$ cat config.mk
export PLATFORM = sky130hd
export DESIGN_NAME = asm_seq_ctrl
export DESIGN_NICKNAME = d
export VERILOG_FILES = /design/src/rtl/asm_seq_pkg.sv /design/src/rtl/seq_fsm.sv /design/src/rtl/seq_counter.sv /design/src/rtl/seq_flags.sv /design/src/rtl/asm_seq_ctrl.sv
export SDC_FILE = /design/constraint.sdc
export NUM_CORES = 1
export LEC_CHECK = 0
export ABC_AREA = 1
export BUFFER_PORTS_ARGS = -buffer_cell sky130_fd_sc_hd__buf_2
export CAP_MARGIN = 30
export CORE_AREA = 2 2 39 41
export DETAILED_ROUTE_END_ITERATION = 8
export DIE_AREA = 0 0 41 43
export GPL_TIMING_DRIVEN = 0
export PLACE_DENSITY = 0.52
export SLEW_MARGIN = 30
export SYNTH_ARGS = -nofsm -noshare
export SYNTH_HDL_FRONTEND = slang
export SYNTH_HIERARCHICAL = 1
export SYNTH_SLANG_ARGS = --single-unit
$ cat constraint.sdc
create_clock -name clk -period 1.2 [get_ports clk]
set_input_delay 0.36 -clock clk [delete_from_list [all_inputs] [get_ports clk]]
set_output_delay 0.36 -clock clk [all_outputs]
set_load 0.05 [all_outputs]
$ cat src/rtl/asm_seq_pkg.sv
package asm_seq_pkg;

  // State codes; the two bits are the controller flip-flops.
  typedef enum logic [1:0] {
    ST_IDLE = 2'b00,
    ST_RUN  = 2'b01,
    ST_DONE = 2'b11
  } seq_state_t;

endpackage

$ cat src/rtl/seq_fsm.sv
module seq_fsm
  import asm_seq_pkg::*;
(
  input  logic       clk,
  input  logic       rst,
  input  logic       start,
  input  logic       exit_hit,
  output seq_state_t state
);

  logic in_idle;
  logic in_run;
  logic hi_next;
  logic lo_next;

  assign in_idle = (state == ST_IDLE);
  assign in_run  = (state == ST_RUN);

  // Per-bit next-state equations.
  assign hi_next = in_run & exit_hit;
  assign lo_next = (in_idle & start) | in_run;

  always_ff @(posedge clk) begin
    if (rst) state <= ST_IDLE;
    else     state <= seq_state_t'({hi_next, lo_next});
  end

endmodule

$ cat src/rtl/seq_counter.sv
module seq_counter #(
  parameter int CNT_W = 4
) (
  input  logic             clk,
  input  logic             rst,
  input  logic             clr,
  input  logic             inc,
  output logic [CNT_W-1:0] q
);

  function automatic logic [CNT_W-1:0] bump(input logic [CNT_W-1:0] v);
    return v + {{(CNT_W-1){1'b0}}, 1'b1};
  endfunction

  always_ff @(posedge clk) begin
    if (rst)      q <= '0;
    else if (clr) q <= '0;
    else if (inc) q <= bump(q);
  end

endmodule

$ cat src/rtl/seq_flags.sv
module seq_flags (
  input  logic clk,
  input  logic rst,
  input  logic e_load,
  input  logic e_val,
  input  logic f_set,
  output logic e_q,
  output logic f_q
);

  always_ff @(posedge clk) begin
    if (rst) begin
      e_q <= 1'b0;
      f_q <= 1'b0;
    end else begin
      if (e_load) e_q <= e_val;
      if (f_set)  f_q <= 1'b1;
    end
  end

endmodule

$ cat src/rtl/asm_seq_ctrl.sv
module asm_seq_ctrl
  import asm_seq_pkg::*;
#(
  parameter int CNT_W      = 4,
  parameter int TRACK_BIT  = 1,
  parameter int EXIT_BIT_A = 1,
  parameter int EXIT_BIT_B = 2
) (
  input  logic             clk,
  input  logic             rst,
  input  logic             start_i,
  output logic [1:0]       state_o,
  output logic [CNT_W-1:0] count_o,
  output logic             flag_e_o,
  output logic             flag_f_o
);

  localparam logic [CNT_W-1:0] EXIT_MASK =
    CNT_W'((1 << EXIT_BIT_A) | (1 << EXIT_BIT_B));

  function automatic logic exit_cond(input logic [CNT_W-1:0] v);
    return (v & EXIT_MASK) == EXIT_MASK;
  endfunction

  seq_state_t state;

  // Named internal events for the checker.
  logic is_idle;
  logic is_run;
  logic is_done;
  logic run_start;
  logic exit_hit;

  assign is_idle   = (state == ST_IDLE);
  assign is_run    = (state == ST_RUN);
  assign is_done   = (state == ST_DONE);
  assign run_start = is_idle & start_i;
  assign exit_hit  = exit_cond(count_o);

  seq_fsm i_fsm (
    .clk      (clk),
    .rst      (rst),
    .start    (start_i),
    .exit_hit (exit_hit),
    .state    (state)
  );

  seq_counter #(.CNT_W(CNT_W)) i_cnt (
    .clk (clk),
    .rst (rst),
    .clr (run_start),
    .inc (is_run),
    .q   (count_o)
  );

  seq_flags i_flags (
    .clk    (clk),
    .rst    (rst),
    .e_load (is_run),
    .e_val  (count_o[TRACK_BIT]),
    .f_set  (is_done),
    .e_q    (flag_e_o),
    .f_q    (flag_f_o)
  );

  assign state_o = state;

endmodule

**Word level (Yosys, flattened, before mapping)**

Cells that the tools add are included.

- Register bits after elaboration: 8
- Output and inout port bits: 8
- Word-level logic and storage cells: 13
- Input port bits: 3

- Reductions and logical operators: 2
- Bitwise gates (word level): 3
- Equal/unequal tests: 3
- Add/subtract/negate cells: 1

Operators by type and width:

| cell | number |
|---|---|
| adder 4 x 1 -> 4 bit (second input constant) | 1 |
| equality test 2 bit (second input constant) | 2 |
| bitwise AND 1 bit | 2 |
| equality test 2 x 1 -> 1 bit (second input constant) | 1 |
| logical NOT 2 bit | 1 |
| OR reduction 2 bit | 1 |
| bitwise OR 1 bit | 1 |

**Longest topological paths before layout**

Gate-level depths: netlist of run 1.

- Word-level depth: 3
- Gate-level depth with buffers: 7
- Depth with buffers taken out: 7

**Cells and area by module**

Netlist of run 1, hierarchy kept.

By module, submodules not included:

| module | instances | cells an instance | area an instance (µm²) | seq. area each (µm²) |
|---|---|---|---|---|
| seq_counter | 1 | 22 | 168.9 | 80.1 |
| seq_flags | 1 | 10 | 72.6 | 40.0 |
| seq_fsm | 1 | 9 | 66.3 | 40.0 |
| asm_seq_ctrl | 1 | 9 | 33.8 | 0.0 |

**Least setup slack after synthesis of run 1**

No wires, ideal clock.

- Kind: register to register
- Start: reg i_fsm.state[0]
- End: reg i_cnt.q[3]
- Clock period less this slack: 1554 ps
- Required time: 1086 ps
- Buffers on the path: 0
- Cell stages (with the launch flop): 8
- Setup slack: -354 ps
- Library setup time: 114 ps
- Arrival: 1440 ps
- Cell sequence: dfxtp_1 -> inv_1 -> nor2_1 -> nand2_2 -> nor2_2 -> nand2_1 -> nand2_1 -> nor2_1

- Elaborated cells between the ends (all ways): 4
- Classes of those cells: 1 x eq/ne; 1 x bitwise; 2 x reduce/logical

RTL lines:

| item | line | source |
|---|---|---|
| start: declaration | seq_fsm.sv:8 | `output seq_state_t state` |
| start signal: assignment | seq_fsm.sv:25 | `else state <= seq_state_t'({hi_next, lo_next});` |
| equality test 2 x 1 -> 1 bit | asm_seq_ctrl.sv:35 | `assign is_run = (state == ST_RUN);` |
| via is_run | asm_seq_ctrl.sv:29 | `logic is_run;` |
| end signal: assignment | seq_counter.sv:18 | `else if (inc) q <= bump(q);` |
| end: declaration | seq_counter.sv:8 | `output logic [CNT_W-1:0] q` |

The timed path passes the listed nets, and every way through them passes these cells.
A chain may end at the register's enable or synchronous reset.

**Final worst setup path of run 1**

- Start: reg i_cnt.q[0]
- End: out count_o[0]

RTL lines:

| item | line | source |
|---|---|---|
| end: declaration | asm_seq_ctrl.sv:13 | `output logic [CNT_W-1:0] count_o,` |

No word-level cell between the ends.

==> results of run 1 <==
## cell usage in the layout (no fill, tap or decap), drive strengths merged
cell type / instances
a21oi: 3
buf: 10
clkbuf: 3
dfxtp: 8
ha: 1
inv: 9
nand2: 12
nand3: 1
nor2: 14
o21ai: 2
## final timing paths
path | endpoint | depth (start not counted)
setup / recovery | count_o[0] | 1
hold / removal | i_flags/f_q | 2
setup reg to reg | i_cnt/q[3] | 7
hold reg to reg | i_flags/f_q | 2
## cell type report
type,instances,area [um2]
Clock buffer,3,22.52
Fill cell,156,875.8
Inverter,9,33.78
Multi-Input combinational cell,33,157.7
Sequential cell,8,173.9
Tap cell,16,20.02
Timing Repair Buffer,10,100.1
## metal layers
layer	track usage [%]	vias to the layer above	part of all wire [%]	wire length (um)
met2	10.63	11	45	304
met3	9.424	2	8.0	54
met1	12.01	146	45	304
li1	-	174	-	-
met4	6.000	0	2.1	14
met5	0	-	0	0
## power breakdown
group | switching [mW] | total, mW | internal, mW | leakage [nW]
Clock | 0.0878 | 0.202 | 0.114 | 0.0138
Combinational | 0.0609 | 0.0959 | 0.0349 | 0.158
Sequential | 0.0130 | 0.285 | 0.272 | 0.0682
## state kept, by name (all words and copies together) (netlist names)
register and cells:
i_cnt/q 4, i_fsm/state 2, i_flags/e_q 1, i_flags/f_q 1
## metrics by stage
stage | worst slack, ns | setup TNS (ns) | hold WS, ns | cell area (um2)
4_1_cts | 0.001283 | 0 | 0.3068 | 467.9
3_5_place_dp | 0.04709 | 0 | 0.4529 | 419.2
6_report | 0.04689 | 0 | 0.3249 | 508.0
3_3_place_gp | 0.05839 | 0 | 0.4468 | 419.2
5_1_grt | -0.003820 | -0.003820 | 0.3134 | 508.0
2_1_floorplan | -0.06718 | -0.06718 | 0.4324 | 349.1
## kinds of logic after synthesis
family,synth area share [%]
buffers and inverters,9.889
DFF,46.89
AOI/OAI and AO/OA,7.325
and+or+nand+nor,32.23
adders and majority gates,3.662
==> metrics.md, run 1 <==
| Metric | Value |
|---|---|
| Seq cells post-synth | `8` |
| Synth cell count leaders | `nor2_1, nand2_1, inv_1` |
| Primary FF master, synth | `dfxtp_1` |
| Buf+Inv Stages, Crit Path | `1` |
| Worst-path clk slew | `0.05 ns` |
| Post-route ant nets | `0` |
| Layout cell share with drive strength beyond 1 | `36.51%` |
| Final Cycle Share | `96.09%` |
| Design Power | `583.1 uW` |
| Initial Util | `24.68%` |
| Via density | `4.215` |
| Worst EP arrival | `0.79 ns` |
| Die ar. | `1763 um2` |
| Final Hold Viols | `0` |
| CP max stage cell | `dfxtp_2` |
| Ys async rst share | `0%` |
| CORE AREA | `1384 um2` |
| Worst slew pin tran | `0.2189 ns` |
| Max clock buf depth | `2` |
| Relative slew slack | `85.37%` |
| CTS sink count | `8` |
| Total Routing Usage GR | `9.869%` |
| CP required | `0.84 ns` |
| Final setup vio count | `0` |
| Min cycle time layout | `1.153 ns` |
| YS warnings | `6` |
| Fin util | `36.71%` |
| Crit path kind | `reg -> out` |
| Status | `finished, final reports clean` |
| Initial DRT Pass Iterations | `3` |
| Nets | `69` |
| HP Class | `in -> reg` |
| PwrDens | `1148 nW/um2` |
| DR vias | `333` |
| Root cell of the clock tree | `clkbuf_4` |
| Dominant cells by area after synthesis | `dfxtp_1, nor2_1, nand2_1, inv_1, a21oi_1` |
| Initial antenna violation count | `0` |
| Area leader, netlist | `dfxtp_1` |
| Antenna fix cells | `0` |
| Cell with the most instances after synthesis | `nor2_1` |
| Drt total wl | `678 um` |
| Share of the synthesized area in the top cell type | `46.89%` |
| Post-synthesis sequential area ratio | `46.89%` |
| FF-to-FF Start | `i_fsm/state[0]` |
| Dpl cells | `76` |
| Initial DRC count | `5` |
| Crit start category | `flop` |
| I/O Pins | `11` |
| Vias in the first global route | `223` |
| CP max FO | `5` |
| Worst path top cell family by delay | `flip-flops` |
| Critical Path Max Stage Delay | `0.39 ns` |
| Mapped cell area | `341.6 um2` |
| Wire per inst | `8.582 um` |
| DP HPWL | `438 um` |
| Worst Clk Skew | `0.001808 ns` |
| Max-cap viol count | `0` |
| Max Slew Vio Count | `0` |
| Critical-path cell list | `buf_8` |
| P_leak | `0.2397 nW` |
| H-tree depth | `1` |
| Final global-route overflow total | `0` |
| Min-Delay Startpoint | `rst` |
| Count of cell types in the netlist | `10` |
| GPL Wtd Cong | `0.6792` |
| Final Non-Filler Cells | `79` |
| F_max | `0.8672 GHz` |
| Cts hold-fix bufs | `0` |
| Insertion delay to the later sink of the worst-skew pair | `0.25 ns` |
| # port buffers | `10` |
| TritonCTS clock tree | `built` |
| Rows | `14` |
| Syn_area_per_cell | `6.832 um2` |
| Syn nets | `54` |
| CP Capture Type | `output port` |
| Largest net degree at the start of global routing | `10` |
| DR DRC count | `0` |
| Die Wd | `41 um` |
| Number of synthesized flops with an enable pin | `0` |
| Synth Instances | `50` |
| # Post-CTS Setup Buffers | `0` |
| Resize count post-CTS | `10` |
| First-pass GRT wire length | `1.048 mm` |
| Worst VDD drop | `0.0006198 V` |
| R2r setup slk | `0.12 ns` |
| Crit path launch | `i_cnt/q[0]` |
| CTS Buf Count | `3` |
| Area growth syn-to-layout | `48.72%` |
| Die H | `43 um` |
No activity file was read; power rests on OpenSTA's default activity.
==> inputs of run 2 (changes only) <==
--- a/config.mk
+++ b/config.mk
@@ -12,7 +12,9 @@
 export DETAILED_ROUTE_END_ITERATION = 8
 export DIE_AREA = 0 0 41 43
 export GPL_TIMING_DRIVEN = 0
+export MAX_ROUTING_LAYER = met4
 export PLACE_DENSITY = 0.52
+export REMOVE_ABC_BUFFERS = 1
 export SLEW_MARGIN = 30
 export SYNTH_ARGS = -nofsm -noshare
 export SYNTH_HDL_FRONTEND = slang
==> metrics.md, run 2 (synthesis gave the netlist of run 1 again) <==
| Metric | Value |
|---|---|
| Final TNS setup | `0 ns (unchanged)` |
| Status | `finished, final reports clean` |
| Area post-placement | `411.6 um2 (-1.8%)` |
| Final Hold Viols | `0 (unchanged)` |
| Vias in the first global route | `282 (+26%)` |
| Critical-path cell list | `buf_6` |
| Min cycle time layout | `1.178 ns (+0.02440 ns)` |
| Antenna fix cells | `0 (unchanged)` |
| Post-route cell area | `501.7 um2 (-1.2%)` |
| Initial antenna violation count | `0 (unchanged)` |
| Critical Path Max Stage Delay | `0.38 ns (about the same)` |
| Worst path top cell family by delay | `flip-flops` |
| Crit path kind | `reg -> out` |
| Initial DRT Pass Iterations | `4 (+1)` |
| Max Slew Vio Count | `0 (unchanged)` |
| H-tree depth | `1 (unchanged)` |
| CTS sink count | `8 (unchanged)` |
| P_leak | `0.2382 nW (-0.60%)` |
| CORE AREA | `1384 um2 (unchanged)` |
| Via density | `4.063 (-3.6%)` |
| Initial Util | `24.68% (unchanged)` |
| CP Capture Type | `output port` |
| Drt total wl | `703 um (+3.7%)` |
| CP required | `0.84 ns (about the same)` |
| Most common cell after layout, fill and taps aside | `nand2_1` |
| I/O Pins | `11 (unchanged)` |
| Die H | `43 um (unchanged)` |
| CP max stage cell | `dfxtp_2` |
| CTS Buf Count | `3 (unchanged)` |
| Final Cycle Share | `98.13% (+2.0 points)` |
| Max clock buf depth | `2 (unchanged)` |
| Worst slew pin tran | `0.2054 ns (-0.01348 ns)` |
| PwrDens | `1195 nW/um2 (+4.1%)` |
| # port buffers | `10 (unchanged)` |
| Worst Clk Skew | `0.002324 ns (+0.0005160 ns)` |
| Area growth syn-to-layout | `46.89%` |
| Worst-path clk slew | `0.06 ns (about the same)` |
| F_max | `0.8493 GHz (-2.1%)` |
| GPL Wtd Cong | `0.6663 (-1.9%)` |
| Final setup vio count | `0 (unchanged)` |
| Reg with most FFs | `i_cnt/q` |
| Layout cell share with drive strength beyond 1 | `36.51% (unchanged)` |
| DP HPWL | `460.5 um (+5.1%)` |
| Root cell of the clock tree | `clkbuf_4` |
| Wire per inst | `8.899 um (+3.7%)` |
| Insertion delay to the later sink of the worst-skew pair | `0.26 ns (about the same)` |
| Top flop regs | `i_cnt/q (4), i_fsm/state (2)` |
| Final global-route overflow total | `0 (unchanged)` |
| Buf+Inv Stages, Crit Path | `1 (unchanged)` |
| Max-cap viol count | `0 (unchanged)` |
| Die Wd | `41 um (unchanged)` |
| DR DRC count | `0 (unchanged)` |
| Crit start category | `flop` |
| Largest net degree at the start of global routing | `10 (unchanged)` |
| Commonest cells after routing, fill and taps aside | `nand2_1, nor2_1, inv_1` |
| Relative slew slack | `86.27% (+0.90 points)` |
| Post-route ant nets | `0 (unchanged)` |
| Fill count | `149 (-4.5%)` |
| Nets | `69 (unchanged)` |
| Total Routing Usage GR | `9.568% (-0.30 points)` |
| Largest register FFs | `4 (unchanged)` |
| Worst VDD drop | `0.0004693 V (-24%)` |
| DR vias | `321 (-3.6%)` |
| Initial DRC count | `5 (unchanged)` |
| Design Power | `599.7 uW (+2.9%)` |
| Die ar. | `1763 um2 (unchanged)` |
| TritonCTS clock tree | `built` |
| First-pass GRT wire length | `1.055 mm (+0.67%)` |
| HP Class | `in -> reg` |
| RSZ-0062 raised after global routing | `no` |
| CP max FO | `6 (+1)` |
| Worst EP arrival | `0.82 ns (+0.03 ns)` |
| Rows | `14 (unchanged)` |
[run 2: changes by cell type in the layout (fill, tap and decap cells not counted)]
| cell | delta |
|---|---|
| dfxtp_2 | +1 |
| dfxtp_4 | -1 |
| buf_8 | -1 |
| buf_6 | +1 |
[run 2: power by group]
part / leakage (nW) / switching (mW) / total, mW / internal (mW)
clock: 0.0138 / 0.104 / 0.220 / 0.115
combinational: 0.157 / 0.0608 / 0.0943 / 0.0335
sequential: 0.0679 / 0.0127 / 0.286 / 0.273
total: 0.238 / 0.178 / 0.600 / 0.422
[run 2: layout make-up]
cell class / instances / area, um2 / share of cell area (%)
Sequential cell: 8 / 171.4 / 34.16
Multi-Input combinational cell: 33 / 157.7 / 31.42
Timing Repair Buffer: 10 / 96.34 / 19.20
Inverter: 9 / 33.78 / 6.733
Clock buffer: 3 / 22.52 / 4.489
Tap cell: 16 / 20.02 / 3.990
[run 2: layer usage]
layer | share of wire [%] | GRT usage (%) | vias to the layer above
met4 | 0 | 10.00 | 0
met5 | 0 | - | -
li1 | - | - | 176
met1 | 47 | 11.25 | 139
met2 | 50 | 12.50 | 6
met3 | 2.7 | 1.571 | 0
[run 2: worst paths after layout]
check | start | end | slack [ns] | depth (start not counted)
worst min-delay path | rst | i_flags/f_q | 0.32 | 2
worst max-delay path | i_cnt/q[1] | count_o[1] | 0.02 | 1
worst max register to register | i_fsm/state[0] | i_cnt/q[3] | 0.14 | 7
worst min register to register | i_flags/f_q | i_flags/f_q | 0.47 | 2
[run 2: repair_timing]
action                                 in CTS  in global routing
buffers inserted                            0                  0
hold buffers                                0                  0
resized for setup                          19                  6
setup endpoints to repair                  13                  5
endpoints found under the hold margin       0                  0
gates cloned                                0                  0
[run 2: per-stage QoR]
| stage | utilization, % | setup WS [ns] | hold slack [ns] | std cells |
|---|---|---|---|---|
| 3_3_place_gp | 29.75 | -0.1416 | 0.4488 | 76 |
| 5_1_grt | 36.26 | 0.004144 | 0.3182 | 79 |
| 4_1_cts | 34.81 | 0.01124 | 0.3001 | 79 |
| 2_1_floorplan | - | -0.3542 | 0.4324 | 50 |
| 3_5_place_dp | 29.75 | -0.1577 | 0.4593 | 76 |
| 6_report | 36.26 | 0.02249 | 0.3157 | 79 |
==> inputs of run 3 (changes only) <==
--- a/config.mk
+++ b/config.mk
@@ -8,9 +8,9 @@
 export ABC_AREA = 1
 export BUFFER_PORTS_ARGS = -buffer_cell sky130_fd_sc_hd__buf_2
 export CAP_MARGIN = 30
-export CORE_AREA = 2 2 39 41
+export CORE_AREA = 8 8 45 47
 export DETAILED_ROUTE_END_ITERATION = 8
-export DIE_AREA = 0 0 41 43
+export DIE_AREA = 0 0 53 55
 export GPL_TIMING_DRIVEN = 0
 export MAX_ROUTING_LAYER = met4
 export PLACE_DENSITY = 0.52
==> metrics.md, run 3 (synthesis gave the netlist of run 1 again) <==
| Metric | Value |
|---|---|
| Worst slew pin tran | `0.1687 ns (-0.03674 ns)` |
| First-pass GRT wire length | `1.317 mm (+25%)` |
| RSZ-0062 raised after global routing | `no` |
| Worst EP arrival | `0.80 ns (-0.02 ns)` |
| Min cycle time layout | `1.161 ns (-0.01631 ns)` |
| Wire per inst | `9.049 um (+1.7%)` |
| Initial DRT Pass Iterations | `4 (unchanged)` |
| I/O Pins | `11 (unchanged)` |
| Area growth syn-to-layout | `52.38%` |
| TritonCTS clock tree | `built` |
| CTS Buf Count | `3 (unchanged)` |
| Worst path top cell family by delay | `flip-flops` |
| GPL Wtd Cong | `0.7148 (+7.3%)` |
| Max-cap viol count | `0 (unchanged)` |
| Uppermost routed layer | `met3` |
| Most common cell after layout, fill and taps aside | `nand2_1` |
| Root cell of the clock tree | `clkbuf_4` |
| Fin util | `37.61% (+1.4 points)` |
| Worst reg-to-reg path cell count | `7 (unchanged)` |
| Worst Hold Depth | `2 (unchanged)` |
| Max clock buf depth | `2 (unchanged)` |
| Crit path kind | `reg -> out` |
| Worst-path clk slew | `0.06 ns (about the same)` |
| Met2 wire len | `350 um (-0.28%)` |
| Commonest cells after routing, fill and taps aside | `nand2_1, nor2_1, inv_1` |
| Post-route cell area | `520.5 um2 (+3.7%)` |
| Initial DRC count | `8 (+3)` |
| Worst Clk Skew | `0.003709 ns (+0.001385 ns)` |
| Nets | `72 (+4.3%)` |
| CP Capture Type | `output port` |
| CORE AREA | `1384 um2 (unchanged)` |
| Reg with most FFs | `i_cnt/q` |
| Die ar. | `2915 um2 (+65%)` |
| Design Power | `592.9 uW (-1.1%)` |
| Insertion delay to the later sink of the worst-skew pair | `0.25 ns (about the same)` |
| Initial antenna violation count | `0 (unchanged)` |
| Rows | `14 (unchanged)` |
| DR vias | `331 (+3.1%)` |
| Crit start category | `flop` |
| HP Class | `in -> reg` |
| Final setup vio count | `0 (unchanged)` |
| Via density | `4.037 (-0.66%)` |
| P_leak | `0.2511 nW (+5.4%)` |
| Area post-placement | `411.6 um2 (unchanged)` |
| R2r setup slk | `0.18 ns (+0.04 ns)` |
| H-tree depth | `1 (unchanged)` |
| Dpl cells | `76 (unchanged)` |
| Antenna fix cells | `0 (unchanged)` |
| PwrDens | `1139 nW/um2 (-4.7%)` |
| Worst VDD drop | `0.0005270 V (+12%)` |
| # port buffers | `10 (unchanged)` |
| Buf+Inv Stages, Crit Path | `1 (unchanged)` |
| Initial Util | `24.68% (unchanged)` |
| Final Non-Filler Cells | `82 (+3.8%)` |
| Final global-route overflow total | `0 (unchanged)` |
| Hold path endpoint | `i_flags/f_q` |
| Drt total wl | `742 um (+5.5%)` |
| Largest register FFs | `4 (unchanged)` |
| Status | `finished, final reports clean` |
| DP HPWL | `523.8 um (+14%)` |
| Final Hold Viols | `0 (unchanged)` |
| Hold Slack | `0.3338 ns (+0.01810 ns)` |
| Critical Path Max Stage Delay | `0.38 ns (about the same)` |
| Die Wd | `53 um (+29%)` |
| Relative slew slack | `88.74% (+2.5 points)` |
| Total Routing Usage GR | `6.148% (-3.4 points)` |
| Routed length on met3 | `39 um (+110%)` |
| RR Endpoint | `i_cnt/q[3]` |
| Max Slew Vio Count | `0 (unchanged)` |
| Layout cell share with drive strength beyond 1 | `39.39% (+2.9 points)` |
| M1 wire length | `352 um (+5.7%)` |
| Min-Delay Startpoint | `rst` |
| F_max | `0.8612 GHz (+1.4%)` |
| Vias in the first global route | `333 (+18%)` |
| FF-to-FF Start | `i_fsm/state[0]` |
| CP max stage cell | `dfxtp_2` |
| Top flop regs | `i_cnt/q (4), i_fsm/state (2)` |
| CP max FO | `6 (unchanged)` |
| Die H | `55 um (+28%)` |
| CTS sink count | `8 (unchanged)` |
| DR DRC count | `0 (unchanged)` |
| Post-route ant nets | `0 (unchanged)` |
| Largest net degree at the start of global routing | `10 (unchanged)` |
| CP required | `0.84 ns (about the same)` |
| Critical-path cell list | `buf_6` |
| Final Cycle Share | `96.77% (-1.4 points)` |
==> run 3: area by class of cell <==
class / instances / area, um2
fill: 157 / 863.3
sequential: 8 / 171.4
multi-input combinational: 33 / 157.7
timing repair buffer: 13 / 115.1
inverter: 9 / 33.78
clock buffer: 3 / 22.52
tap: 16 / 20.02
==> run 3: stage by stage <==
step | setup TNS [ns] | setup WS (ns)
floorplan | -1.191 | -0.3542
global placement | -0.2244 | -0.1479
detailed placement | -0.2877 | -0.1471
CTS | 0 | 0.02102
global route | 0 | 0.006566
finish | 0 | 0.03880
==> run 3: worst max-delay path by stage <==
stage                   start         end  slack [ns]  cells past startpoint
6_report           i_cnt/q[1]  count_o[1]        0.04                      1
5_1_grt            i_cnt/q[1]  count_o[1]       0.007                      1
4_1_cts            i_cnt/q[3]  count_o[3]        0.02                      1
3_5_place_dp   i_fsm/state[0]  i_cnt/q[3]       -0.15                      7
3_3_place_gp   i_fsm/state[0]  i_cnt/q[3]       -0.15                      7
2_1_floorplan  i_fsm/state[0]  i_cnt/q[3]       -0.35                      7
==> run 3: per-layer routing <==
metal | vias up | track usage [%]
met5 | - | -
met4 | 0 | 5.172
met3 | 0 | 1.872
met2 | 8 | 9.180
met1 | 142 | 6.565
li1 | 181 | -
==> run 3: power by group <==
group          internal (mW)  total (mW)  switching (mW)
Sequential             0.273       0.285          0.0120
Clock                  0.114       0.205          0.0902
Combinational         0.0404       0.103          0.0627
==> run 3: what timing repair did <==
action | in CTS | in global routing
resized for setup | 19 | 5
buffers inserted | 0 | 3
pin swaps | 0 | 1
setup endpoints to repair | 13 | 4
hold buffers | 0 | 0
